File: src/rtl/i2c_ilk_pkg.sv
package i2c_ilk_pkg;
  localparam int NFLAG = 6;
  localparam int NSIDE = 2;

  // flag positions; the pairs for master/slave are adjacent (master first)
  localparam int F_RXM = 0;
  localparam int F_RXS = 1;
  localparam int F_TXM = 2;
  localparam int F_TXS = 3;
  localparam int F_ADR = 4;
  localparam int F_ARB = 5;

  typedef logic [NFLAG-1:0] flag_vec_t;
  typedef logic [NSIDE-1:0] side_vec_t;

  // one-hot select of the side that receives byte events
  function automatic side_vec_t side_sel(input logic men);
    side_vec_t s;
    s = '0;
    s[0] = men;
    s[1] = ~men;
    return s;
  endfunction

  // hardware set events mapped onto flag positions
  function automatic flag_vec_t route_sets(input logic rx, input logic tx,
                                           input logic adr, input logic arb,
                                           input logic men);
    flag_vec_t v;
    side_vec_t s;
    s = side_sel(men);
    v = '0;
    for (int i = 0; i < NSIDE; i++) begin
      v[F_RXM+i] = rx & s[i];
      v[F_TXM+i] = tx & s[i];
    end
    v[F_ADR] = adr;
    v[F_ARB] = arb;
    return v;
  endfunction

  // sticky flag update: a set wins over a same-cycle clear
  function automatic logic sticky_next(input logic q, input logic set,
                                       input logic clr);
    return set | (q & ~clr);
  endfunction

  // a hold request may only rise while SCL is low
  function automatic logic hold_next(input logic stall, input logic held,
                                     input logic scl_low);
    return stall & (scl_low | held);
  endfunction
endpackage

File: src/rtl/ilk_flag_bank.sv
module ilk_flag_bank
  import i2c_ilk_pkg::*;
#(
  parameter int W = NFLAG
) (
  input  logic         clk,
  input  logic         rst_n,
  input  logic [W-1:0] set_vec,
  input  logic [W-1:0] clr_vec,
  output logic [W-1:0] q
);
  for (genvar i = 0; i < W; i++) begin : g_flag
    always_ff @(posedge clk) begin
      if (!rst_n) q[i] <= 1'b0;
      else        q[i] <= sticky_next(q[i], set_vec[i], clr_vec[i]);
    end
  end
endmodule

File: src/rtl/ilk_stall.sv
module ilk_stall
  import i2c_ilk_pkg::*;
(
  input  logic            clk,
  input  logic            rst_n,
  input  flag_vec_t       flags,
  input  logic            ev_rx,
  input  logic            ev_next,
  input  logic            nxt_tx,
  input  logic            nxt_first,
  input  logic            men,
  input  logic            scl_low,
  output side_vec_t       rx_stall,
  output side_vec_t       tx_stall,
  output logic            stall_cond,
  output logic            hold_q
);
  side_vec_t act;
  side_vec_t rx_wait_q;
  side_vec_t tx_wait_q;
  logic      tx_probe;

  assign act      = side_sel(men);
  assign tx_probe = ev_next & nxt_tx & ~nxt_first;

  for (genvar s = 0; s < NSIDE; s++) begin : g_side
    logic rx_overrun;
    logic tx_stale;
    assign rx_overrun = ev_rx & act[s] & flags[F_RXM+s];
    assign tx_stale   = tx_probe & act[s] & flags[F_TXM+s];

    // a wait is remembered only while its flag is still unserviced
    always_ff @(posedge clk) begin
      if (!rst_n) begin
        rx_wait_q[s] <= 1'b0;
        tx_wait_q[s] <= 1'b0;
      end else begin
        rx_wait_q[s] <= rx_overrun | (rx_wait_q[s] & flags[F_RXM+s]);
        tx_wait_q[s] <= tx_stale   | (tx_wait_q[s] & flags[F_TXM+s]);
      end
    end

    assign rx_stall[s] = rx_wait_q[s] & flags[F_RXM+s];
    assign tx_stall[s] = tx_wait_q[s] & flags[F_TXM+s];
  end

  assign stall_cond = (|rx_stall) | (|tx_stall) | flags[F_ADR];

  always_ff @(posedge clk) begin
    if (!rst_n) hold_q <= 1'b0;
    else        hold_q <= hold_next(stall_cond, hold_q, scl_low);
  end
endmodule

File: src/rtl/ilk_mode.sv
module ilk_mode (
  input  logic clk,
  input  logic rst_n,
  input  logic arb_ev,
  input  logic arb_flag,
  input  logic men_wr,
  input  logic men_val,
  output logic men_q
);
  logic men_d;

  always_comb begin
    men_d = men_q;
    if (arb_ev)                   men_d = 1'b0;
    else if (men_wr && !men_val)  men_d = 1'b0;
    else if (men_wr && !arb_flag) men_d = 1'b1;
  end

  always_ff @(posedge clk) begin
    if (!rst_n) men_q <= 1'b0;
    else        men_q <= men_d;
  end
endmodule

File: src/rtl/i2c_ilk_ctrl.sv
module i2c_ilk_ctrl
  import i2c_ilk_pkg::*;
(
  input  logic             clk,
  input  logic             rst_n,
  input  logic             scl_low,
  input  logic             ev_rx_byte,
  input  logic             ev_tx_done,
  input  logic             ev_addr_hit,
  input  logic             ev_arb_lost,
  input  logic             ev_next_byte,
  input  logic             nxt_is_tx,
  input  logic             nxt_first,
  input  logic [NFLAG-1:0] sw_clr,
  input  logic             sw_men_wr,
  input  logic             sw_men_val,
  output logic [NFLAG-1:0] flags,
  output logic             scl_hold,
  output logic             master_en,
  output logic             slave_mode
);
  flag_vec_t set_vec;
  flag_vec_t flag_q;
  side_vec_t rx_stall;
  side_vec_t tx_stall;
  logic      stall_cond;
  logic      men_q;
  logic      hold_q;

  assign set_vec = route_sets(ev_rx_byte, ev_tx_done, ev_addr_hit,
                              ev_arb_lost, men_q);

  ilk_flag_bank #(.W(NFLAG)) u_flags (
    .clk     (clk),
    .rst_n   (rst_n),
    .set_vec (set_vec),
    .clr_vec (sw_clr),
    .q       (flag_q)
  );

  ilk_stall u_stall (
    .clk        (clk),
    .rst_n      (rst_n),
    .flags      (flag_q),
    .ev_rx      (ev_rx_byte),
    .ev_next    (ev_next_byte),
    .nxt_tx     (nxt_is_tx),
    .nxt_first  (nxt_first),
    .men        (men_q),
    .scl_low    (scl_low),
    .rx_stall   (rx_stall),
    .tx_stall   (tx_stall),
    .stall_cond (stall_cond),
    .hold_q     (hold_q)
  );

  ilk_mode u_mode (
    .clk      (clk),
    .rst_n    (rst_n),
    .arb_ev   (ev_arb_lost),
    .arb_flag (flag_q[F_ARB]),
    .men_wr   (sw_men_wr),
    .men_val  (sw_men_val),
    .men_q    (men_q)
  );

  assign flags      = flag_q;
  assign scl_hold   = hold_q;
  assign master_en  = men_q;
  assign slave_mode = ~men_q;
endmodule

File: config.mk
export PLATFORM = sky130hd
export DESIGN_NAME = i2c_ilk_ctrl
export DESIGN_NICKNAME = d
export VERILOG_FILES = /design/src/rtl/i2c_ilk_pkg.sv /design/src/rtl/ilk_flag_bank.sv /design/src/rtl/ilk_stall.sv /design/src/rtl/ilk_mode.sv /design/src/rtl/i2c_ilk_ctrl.sv
export SDC_FILE = /design/constraint.sdc
export NUM_CORES = 1
export LEC_CHECK = 0
export BUFFER_PORTS_ARGS = -buffer_cell sky130_fd_sc_hd__buf_4
export CAP_MARGIN = 40
export CORE_MARGIN = 5
export CORE_UTILIZATION = 36
export CTS_CLUSTER_SIZE = 10
export DETAILED_ROUTE_END_ITERATION = 6
export GPL_TIMING_DRIVEN = 0
export PLACE_DENSITY_LB_ADDON = 0.25
export SETUP_SLACK_MARGIN = 0.5
export SLEW_MARGIN = 0
export SYNTH_ARGS = -nofsm -noshare
export SYNTH_HDL_FRONTEND = slang
export SYNTH_SLANG_ARGS = --single-unit
File: constraint.sdc
create_clock -name clk -period 0.9 [get_ports clk]
set_input_delay 0 -clock clk [delete_from_list [all_inputs] [get_ports clk]]
set_output_delay 0 -clock clk [all_outputs]
set_load 0.005 [all_outputs]
==> results_dict.tcl <==
set metrics [dict create \
    drv_slew 0 \
    setup_viol 1 \
    irDropWorstVdd_mv 0.706 \
    first_pass_iters 4 \
    cp_max_fo 3 \
    antenna_found_initial 0 \
    synth_warnings 0 \
    power_mw 1.23 \
    tritoncts "built" \
    synth.distinct_cells 17 \
    die_w_um 46.6 \
    placed_cell_area_sq_um 714 \
    cts_root_buf "clkbuf_4" \
    initial_core_util 0.376 \
    min_period_ps 900 \
    ioPinCount 27 \
    synth_edf_count 0 \
    area_delta_synth_final_pct 91.7 \
    fmax_mhz 1110 \
    wire_per_inst_um 13.3 \
    critPathRequiredTime_ps 1070 \
    setup_tns_ps -0.154 \
    critPathSlowestCell "dfxtp_2" \
    synth.cell_area_sq_um 483 \
    grt_pass1_wl_um 1880 \
    crit_arrival_ps 1070 \
    crit_path_end_kind "flip-flop" \
    syn-num-nets 67 \
    holdWs_ps -109 \
    relSlewSlack 0.795 \
    hold_class "in2reg" \
    grt_max_degree 9 \
    synth.yosys.seq_area_share 0.497 \
    p_leak_nw 0.429 \
    nNetsFinal 102 \
    gp_congestion 0.694 \
    ys_seq_elements 12 \
    wl_um 1300 \
    grt-ovfl-total 0 \
    worstPathCellList "nand2b_4 > a2111oi_4" \
    fin_crit_sh 1.00 \
    design_area_sq_um 926 \
    cts.path.max_buffers 2 \
    insertedDiodeCount 0 \
    ant_nets 0 \
    viasPerCell 4.99 \
    critical-path-max-stage-delay_ps 330 \
    die_area_sq_mm 0.00217 \
    hold_viol 8 \
    final_cell_mix "buf_4, buf_6, a21oi_2, dfxtp_2" \
    ys_top_cells_by_area "dfxtp_1, nand2b_1, a21oi_1, a2111oi_4, o211a_1" \
    grt.total_usage 0.126 \
    setup_ws_ps -0.154 \
    drc 0 \
    cts_buffers 3 \
    p_per_area_mw_per_mm2 1330 \
    setup.worst_path.start_class "flip-flop" \
    yosysTopAreaCell "dfxtp_1" \
    violations "negative hold slack, negative setup slack" \
    clkTransAtPathRegs_ps 70 \
    final_util 0.721 \
    tightest_slew_ps 308 \
    crit_type "reg2reg" \
    syn-mean-instance-area_sq_um 9.86 \
    dp_hpwl_um 876 \
    fillers 97 \
    num_vias 489 \
    clock_skew_ps 0.362 \
    synthCells 49 \
    layout_commonest_cell "buf_4" \
    synthArstFlopShare 0 \
    cts_sinks 12 \
    drt_iter0_markers 3 \
    grt_pass1_vias 452 \
    run_status "complete, but fails checks" \
    maxCapViolCount 0 \
    h-tree-depth 1 \
    io_buffer_count 25 \
    rrSetupSlack_ps -0.2 \
    synthFlopType "dfxtp_1" \
    rows 13 \
    clock_latency_ps 270 \
    grt_setup_unrepaired "true" \
    pre_cts_ws_ps 3.89 \
    drive_above_1_share 0.747 \
    fp.coreArea_sq_mm 0.00128 \
    die_y_um 46.6 \
    synth_top_area_frac 0.497 \
]
==> timing repair <==
item	4_1_cts	5_1_grt
hold endpoints to repair	8	6
setup endpoints to repair	21	21
resized for setup	18	17
cloned	0	0
buffers inserted	3	2
pin swaps	5	4
==> power by group <==
part	total (mW)	internal, mW	switching (mW)
clock	0.423	0.246	0.178
combinational	0.238	0.155	0.0830
sequential	0.570	0.550	0.0204
total	1.23	0.951	0.281
==> final timing paths <==
kind,startpoint,cells past startpoint,end
hold / removal,ev_arb_lost,2,u_mode.men_q
setup / recovery,u_flags.q[5],2,u_mode.men_q
hold reg to reg,u_stall.rx_wait_q[1],2,u_stall.rx_wait_q[1]
setup reg to reg,u_flags.q[5],2,u_mode.men_q
==> cell usage after synthesis (2+ instances only) <==
| master | count |
|---|---|
| dfxtp_1 | 12 |
| a21oi_1 | 8 |
| nand2b_1 | 7 |
| nand2_1 | 4 |
| nor2b_1 | 3 |
| inv_2 | 2 |
| o211a_1 | 2 |
| o21a_1 | 2 |
==> area by class of cell <==
class | instances | area (sq um) | area share
Multi-Input combinational cell | 32 | 312 | 0.336
Inverter | 3 | 13.8 | 0.0149
Buffer | 2 | 16.3 | 0.0176
Timing Repair Buffer | 30 | 274 | 0.296
Sequential cell | 12 | 255 | 0.276
Clock buffer | 4 | 36.3 | 0.0392
Tap cell | 15 | 18.8 | 0.0203
==> metrics by stage <==
step,hold WS [ps],std cells
2_1_floorplan,55.3,49
3_3_place_gp,175,89
4_1_cts,-113,96
3_5_place_dp,175,89
5_1_grt,-114,98
6_report,-109,98
==> kinds of logic (layout without fill, tap and decap cells) <==
logic type / count (synthesis) / count (layout) / synth area share
AO/OA/AOI/OAI: 15 / 15 / 0.244
buffers and inverters: 5 / 39 / 0.0492
flip-flops: 12 / 12 / 0.497
AND/OR/NAND/NOR: 17 / 17 / 0.210
==> registers in the layout (all words and copies together), names as in the netlist <==
register	flops
u_flags.q	6
u_mode.men_q	1
u_stall.hold_q	1
u_stall.rx_wait_q	2
u_stall.tx_wait_q	2
==> per-layer routing <==
metal | up-vias | share of wire | global-route usage
met5 | - | 0 | 0
met4 | 0 | 0.0077 | 0.0829
met3 | 2 | 0.086 | 0.0391
met2 | 20 | 0.49 | 0.203
met1 | 227 | 0.42 | 0.140
li1 | 240 | - | -
==> critical path, delay by kind of cell (launching register included) <==
family	cells	cell delay, ps
AOI/OAI and AO/OA	1	320
and+or+nand+nor	1	140
DFF	1	330
(Power assumes the default switching activity.)
